--- src/rtl/gather_pkg.sv ---
package gather_pkg;

    // How a run ended, registered for one cycle.
    typedef enum logic [1:0] {
        END_NONE = 2'd0,
        END_DONE = 2'd1,
        END_TRAP = 2'd2
    } end_t;

    // Width of the vector-length and element-index fields for a file of nreg registers.
    function automatic int unsigned len_width(input int unsigned nreg);
        return $clog2(nreg) + 1;
    endfunction

endpackage

--- src/rtl/gather_issue.sv ---
module gather_issue #(
    parameter int unsigned AW = 5,
    parameter int unsigned LW = 6
) (
    input  logic          clk,
    input  logic          rst,
    input  logic          start,
    input  logic [AW-1:0] dst_in,
    input  logic [AW-1:0] idx_in,
    input  logic [AW-1:0] src_in,
    input  logic [LW-1:0] vl_in,
    input  logic          kill,
    input  logic          fin,
    output logic          busy,
    output logic          zero_go,
    output logic          iss_valid,
    output logic [LW-1:0] iss_elem,
    output logic [AW-1:0] ix_addr,
    output logic [AW-1:0] dst_q,
    output logic [AW-1:0] src_q,
    output logic [LW-1:0] vl_q
);

    typedef struct packed {
        logic [AW-1:0] dst;
        logic [AW-1:0] idx;
        logic [AW-1:0] src;
        logic [LW-1:0] vl;
    } cfg_t;

    cfg_t          cfg_q;
    logic [LW-1:0] cnt;

    always_ff @(posedge clk) begin
        if (rst) begin
            busy  <= 1'b0;
            cnt   <= '0;
            cfg_q <= '0;
        end else if (!busy) begin
            if (start) begin
                cfg_q.dst <= dst_in;
                cfg_q.idx <= idx_in;
                cfg_q.src <= src_in;
                cfg_q.vl  <= vl_in;
                cnt       <= '0;
                busy      <= (vl_in != '0);
            end
        end else if (kill || fin) begin
            busy <= 1'b0;
        end else if (iss_valid) begin
            cnt <= cnt + LW'(1);
        end
    end

    assign zero_go   = start && !busy && (vl_in == '0);
    assign iss_valid = busy && (cnt < cfg_q.vl);
    assign iss_elem  = cnt;
    assign ix_addr   = cfg_q.idx + AW'(cnt);
    assign dst_q     = cfg_q.dst;
    assign src_q     = cfg_q.src;
    assign vl_q      = cfg_q.vl;

    AST_START_IGNORED: assert property (@(posedge clk) disable iff (rst)
        busy && start |=> $stable(cfg_q));

endmodule

--- src/rtl/gather_fwd.sv ---
module gather_fwd #(
    parameter int unsigned AW = 5,
    parameter int unsigned DW = 32
) (
    input  logic [AW-1:0] ix_addr,
    input  logic [DW-1:0] ix_data,
    input  logic          wr_en,
    input  logic [AW-1:0] wr_addr,
    input  logic [DW-1:0] wr_data,
    output logic [DW-1:0] off
);

    // A write landing this cycle on the register being read as an index
    // has not reached the file yet; take it from the write port.
    always_comb begin
        if (wr_en && (wr_addr == ix_addr)) off = wr_data;
        else                               off = ix_data;
    end

endmodule

--- src/rtl/gather_commit.sv ---
module gather_commit
    import gather_pkg::*;
#(
    parameter int unsigned AW = 5,
    parameter int unsigned DW = 32,
    parameter int unsigned LW = 6
) (
    input  logic          clk,
    input  logic          rst,
    input  logic          iss_valid,
    input  logic [LW-1:0] iss_elem,
    input  logic [DW-1:0] off_in,
    input  logic          zero_go,
    input  logic [AW-1:0] dst_q,
    input  logic [AW-1:0] src_q,
    input  logic [LW-1:0] vl_q,
    output logic [AW-1:0] sr_addr,
    input  logic [DW-1:0] sr_data,
    output logic          wr_en,
    output logic [AW-1:0] wr_addr,
    output logic [DW-1:0] wr_data,
    output logic          kill,
    output logic          fin,
    output logic          done,
    output logic          trap,
    output logic [LW-1:0] trap_elem
);

    logic          p_valid;
    logic [LW-1:0] p_elem;
    logic [DW-1:0] p_off;
    logic          in_bounds;
    end_t          outcome;

    always_ff @(posedge clk) begin
        if (rst) begin
            p_valid   <= 1'b0;
            p_elem    <= '0;
            p_off     <= '0;
            outcome   <= END_NONE;
            trap_elem <= '0;
        end else begin
            p_valid <= iss_valid && !kill;
            p_elem  <= iss_elem;
            p_off   <= off_in;
            if (kill) begin
                outcome   <= END_TRAP;
                trap_elem <= p_elem;
            end else if (fin || zero_go) begin
                outcome <= END_DONE;
            end else begin
                outcome <= END_NONE;
            end
        end
    end

    assign in_bounds = (p_off < DW'(vl_q));
    assign sr_addr   = src_q + AW'(p_off);
    assign wr_en     = p_valid && in_bounds;
    assign wr_addr   = dst_q + AW'(p_elem);
    assign wr_data   = sr_data;
    assign kill      = p_valid && !in_bounds;
    assign fin       = wr_en && (p_elem == vl_q - LW'(1));
    assign done      = (outcome == END_DONE);
    assign trap      = (outcome == END_TRAP);

    AST_WRITE_ORDER: assert property (@(posedge clk) disable iff (rst)
        wr_en && $past(wr_en) |-> wr_addr == $past(wr_addr) + AW'(1));
    AST_TRAP_NO_WRITE: assert property (@(posedge clk) disable iff (rst)
        trap |-> !wr_en);

endmodule

--- src/rtl/gather_engine.sv ---
module gather_engine #(
    parameter  int unsigned NREG = 32,
    parameter  int unsigned DW   = 32,
    localparam int unsigned AW   = $clog2(NREG),
    localparam int unsigned LW   = gather_pkg::len_width(NREG)
) (
    input  logic          clk,
    input  logic          rst,
    input  logic          start,
    input  logic [AW-1:0] dst_base,
    input  logic [AW-1:0] idx_base,
    input  logic [AW-1:0] src_base,
    input  logic [LW-1:0] vlen,
    output logic          busy,
    output logic          done,
    output logic          trap,
    output logic [LW-1:0] trap_elem,
    output logic [AW-1:0] ix_addr,
    input  logic [DW-1:0] ix_data,
    output logic [AW-1:0] sr_addr,
    input  logic [DW-1:0] sr_data,
    output logic          wr_en,
    output logic [AW-1:0] wr_addr,
    output logic [DW-1:0] wr_data
);

    logic          iss_valid;
    logic [LW-1:0] iss_elem;
    logic [LW-1:0] vl_q;
    logic [AW-1:0] dst_q;
    logic [AW-1:0] src_q;
    logic          kill;
    logic          fin;
    logic          zero_go;
    logic [DW-1:0] off_fwd;

    gather_issue #(.AW(AW), .LW(LW)) u_issue (
        .clk(clk), .rst(rst), .start(start),
        .dst_in(dst_base), .idx_in(idx_base), .src_in(src_base), .vl_in(vlen),
        .kill(kill), .fin(fin), .busy(busy), .zero_go(zero_go),
        .iss_valid(iss_valid), .iss_elem(iss_elem), .ix_addr(ix_addr),
        .dst_q(dst_q), .src_q(src_q), .vl_q(vl_q)
    );

    gather_fwd #(.AW(AW), .DW(DW)) u_fwd (
        .ix_addr(ix_addr), .ix_data(ix_data),
        .wr_en(wr_en), .wr_addr(wr_addr), .wr_data(wr_data),
        .off(off_fwd)
    );

    gather_commit #(.AW(AW), .DW(DW), .LW(LW)) u_commit (
        .clk(clk), .rst(rst),
        .iss_valid(iss_valid), .iss_elem(iss_elem), .off_in(off_fwd),
        .zero_go(zero_go), .dst_q(dst_q), .src_q(src_q), .vl_q(vl_q),
        .sr_addr(sr_addr), .sr_data(sr_data),
        .wr_en(wr_en), .wr_addr(wr_addr), .wr_data(wr_data),
        .kill(kill), .fin(fin), .done(done), .trap(trap), .trap_elem(trap_elem)
    );

    AST_WR_BUSY: assert property (@(posedge clk) disable iff (rst)
        wr_en |-> busy);
    AST_TRAP_IDLE: assert property (@(posedge clk) disable iff (rst)
        trap |-> !busy && !done);
    AST_ZERO_LEN: assert property (@(posedge clk) disable iff (rst)
        start && !busy && vlen == '0 |=> done && !busy);

endmodule

--- config.mk ---
export PLATFORM = sky130hd
export DESIGN_NAME = gather_engine
export DESIGN_NICKNAME = d
export VERILOG_FILES = /design/src/rtl/gather_pkg.sv /design/src/rtl/gather_issue.sv /design/src/rtl/gather_fwd.sv /design/src/rtl/gather_commit.sv /design/src/rtl/gather_engine.sv
export SDC_FILE = /design/constraint.sdc
export NUM_CORES = 1
export LEC_CHECK = 0
export ABC_AREA = 1
export BUFFER_PORTS_ARGS = -buffer_cell sky130_fd_sc_hd__buf_4
export CAP_MARGIN = 15
export CORE_UTILIZATION = 40
export CTS_CLUSTER_DIAMETER = 100
export DETAILED_ROUTE_END_ITERATION = 6
export HOLD_SLACK_MARGIN = 0.02
export PLACE_DENSITY = 0.69
export SKIP_CTS_REPAIR_TIMING = 1
export SLEW_MARGIN = 5
export SYNTH_ARGS = -nofsm -noshare
export SYNTH_HDL_FRONTEND = slang
export SYNTH_SLANG_ARGS = --single-unit
--- constraint.sdc ---
create_clock -name clk -period 3.3 [get_ports clk]
set_input_delay 0.825 -clock clk [delete_from_list [all_inputs] [get_ports clk]]
set_output_delay 0.825 -clock clk [all_outputs]
set_load 0.01 [all_outputs]
==> impl_metrics.tcl <==
set metrics [dict create \
    status "completed" \
    ys_seq_area_frac 0.345 \
    cts_buffer_depth 2 \
    synth_top_cell_by_area "dfxtp_1" \
    synth_top_area_share 0.345 \
    dp.cells 843 \
    grt_first_pass_wirelength_mm 17.0 \
    utilization 0.523 \
    crit_family "simple AND/OR/NAND/NOR gates" \
    critPathArrivalTime_ns 2.11 \
    cap_violations 0 \
    path_buf_inv 3 \
    vias 4045 \
    netlist_area_um2 4350 \
    detail-route-antenna-nets 0 \
    routed-wl-met3_um 561 \
    grtUsageTotal 0.190 \
    criticalPathCategory "reg -> out" \
    maxSlewViolCount 0 \
    ys_ff_latch 75 \
    synthArstFlopShare 0 \
    clk_pin_slew_ns 0.08 \
    grt_pass1_vias 3739 \
    critPathRequiredTime_ns 2.47 \
    rsz0062_at_grt "false" \
    drtIter0Drc 125 \
    hp-class "reg -> reg" \
    period_minus_slack_ns 2.93 \
    final_cell_count_no_fill 859 \
    r2r-start "u_issue.vl_q[5]" \
    p_total_mw 2.19 \
    fin_tns_setup_ns 0 \
    tightest_slew_ns 0.607 \
    start_util 0.417 \
    crit_fanout 3 \
    post_route_cells_drive_above_1_share 0.249 \
    place.gp.congestion 0.820 \
    fillers 1026 \
    dr_wl_met2_mm 5.03 \
    ys_top_cells_by_count "106 x nand2_1, 102 x nor2_1, 75 x dfxtp_1" \
    rrSetupSlack_ns 0.65 \
    ys.flop_type "dfxtp_1" \
    die_h_um 106 \
    syn_inst 613 \
    skew_ns 0.00627 \
    ys_warn_count 0 \
    cp_slowest_cell "dfxtp_1" \
    worst_setup_path_end_kind "output port" \
    grt_max_degree 65 \
    max_clock_freq_mhz 341 \
    finalSetupViolCount 0 \
    hold_viol_final 0 \
    grt_antenna_before_repair 0 \
    die-area_um2 11300 \
    num_antenna_cells 0 \
    finalNetCount 833 \
    maxSlewHeadroom 0.595 \
    port_buffers 144 \
    synth.most_common_cell "nand2_1" \
    r2r-end "u_commit.p_off[18]" \
    drc 0 \
    max_stage_delay_ns 0.38 \
    powerDensity_nw_per_um2 402 \
    htree_num_levels 3 \
    cts_tree "built" \
    numClockSinks 75 \
    r2r_cells 15 \
    dpl.hpwl_mm 7.95 \
    crit_cells 10 \
    grt.overflow.total 0 \
    cts_inserted_buffers 9 \
    top_layer_used "met4" \
    num_rows 37 \
    met1Wirelength_mm 4.69 \
    syn_nets 728 \
    p_leak_nw 2.78 \
    routedWlPerCell_um 12.1 \
    core-area_um2 10400 \
    fin_crit_sh 0.889 \
    cts_root_buf "clkbuf_8" \
    io-pin-count 145 \
    crit_chain "inv_1, ha_1, nand2_1, clkinv_1, nor2_1, nand2_1, nor2_1, nand2_1, nor2_1, buf_4" \
    via_per_inst 4.71 \
    clock_latency_ns 0.35 \
    crit_start "u_issue.vl_q[5]" \
    ir_drop_uv 218 \
    synth_area_leaders "dfxtp_1 35%, nand2_1 9.2%, nor2_1 8.8%" \
    worstSetupEndpoint "wr_en" \
    firstDrtPassIters 4 \
    synth_edf_count 0 \
    wirelength_mm 10.4 \
    fp.dieW_um 106 \
    area_growth_pct 25.2 \
    crit_path_start_kind "flip-flop" \
    synthDistinctLibCells 35 \
    avgSynthCellArea_um2 7.09 \
]
==> worst register-to-register path, stage by stage, from the launching register on <==
cell and delay [ns]:
dfxtp_1 0.38, inv_1 0.12, ha_1 0.30, nand2_1 0.07, clkinv_1 0.05, nor2_1 0.09, nand2_1 0.06, nor2_1 0.11
nand2_1 0.09, nor2_1 0.31, inv_2 0.12, nor2_8 0.39, buf_12 0.24, nand3_1 0.10, nand2_1 0.10, nor2_1 0.04
==> per-stage QoR <==
stage | cell area, µm² | setup WS, ns | hold WS, ns
2_1_floorplan | 4350 | 1.05 | 0.444
3_3_place_gp | 5250 | 0.696 | 0.465
3_5_place_dp | 5250 | 0.671 | 0.467
4_1_cts | 5440 | 0.338 | 0.480
5_1_grt | 5440 | 0.114 | 0.514
6_report | 5440 | 0.368 | 0.476
==> worst min path at each step <==
stage / start / cells past startpoint / slack, ns / to
after detailed placement: u_commit.trap_elem[1] / 2 / 0.47 / u_commit.trap_elem[1]
after global routing: u_commit.p_elem[5] / 2 / 0.51 / u_commit.trap_elem[5]
final: u_commit.trap_elem[1] / 2 / 0.48 / u_commit.trap_elem[1]
after CTS: u_commit.trap_elem[1] / 2 / 0.48 / u_commit.trap_elem[1]
after floorplan: u_issue.iss_elem[5] / 2 / 0.44 / u_commit.p_elem[5]
after global placement: u_commit.trap_elem[1] / 2 / 0.46 / u_commit.trap_elem[1]
==> power breakdown <==
part | total (mW) | internal (mW) | switching [mW]
Sequential | 0.981 | 0.952 | 0.0288
Combinational | 0.514 | 0.227 | 0.287
Clock | 0.693 | 0.346 | 0.347
Total | 2.19 | 1.53 | 0.663
==> layout make-up <==
| class | instances | area [µm²] | share of cell area |
|---|---|---|---|
| Multi-Input combinational cell | 411 | 2180 | 0.400 |
| Inverter | 72 | 270 | 0.0496 |
| Sequential cell | 75 | 1500 | 0.276 |
| Clock inverter | 7 | 68.8 | 0.0126 |
| Clock buffer | 9 | 124 | 0.0228 |
| Tap cell | 136 | 170 | 0.0313 |
| Timing Repair Buffer | 149 | 1130 | 0.208 |
==> registers in the layout (all words and copies together) (netlist names) <==
signal and cells:
u_issue.vl_q 6, u_commit.outcome 2, u_issue.src_q 5, u_commit.trap_elem 6
u_issue.dst_q 5, u_issue.iss_elem 6, u_issue.cfg_q 5, u_issue.busy 1
u_commit.p_elem 6, u_commit.p_off 32, u_commit.p_valid 1
==> placed cells by master, fill, tap and decap left out, drive strengths merged, types with 11 or more instances in the layout <==
| cell | synthesis | final |
|---|---|---|
| nand3 | 60 | 60 |
| nor2 | 103 | 103 |
| inv | 70 | 70 |
| o21ai | 27 | 27 |
| a21oi | 55 | 55 |
| buf | 45 | 149 |
| dfxtp | 75 | 75 |
| ha | 24 | 24 |
| xor2 | 11 | 11 |
| nand2 | 106 | 106 |
==> kinds of logic (layout without fill, tap and decap cells) <==
logic type | after synthesis | count (layout) | share of synthesized area
XOR/XNOR | 18 | 18 | 0.0397
AO/OA/AOI/OAI | 85 | 85 | 0.103
adder cells (fa/ha/maj) | 27 | 27 | 0.0829
flip-flops | 75 | 75 | 0.345
buffers and inverters | 127 | 237 | 0.153
AND/OR/NAND/NOR | 281 | 281 | 0.275
==> per-layer routing <==
layer,global-route usage,vias up
li1,-,2119
met1,0.234,1778
met2,0.325,138
met3,0.0386,10
met4,0.0714,0
met5,0,-
Power figures use the tool's default switching activity.
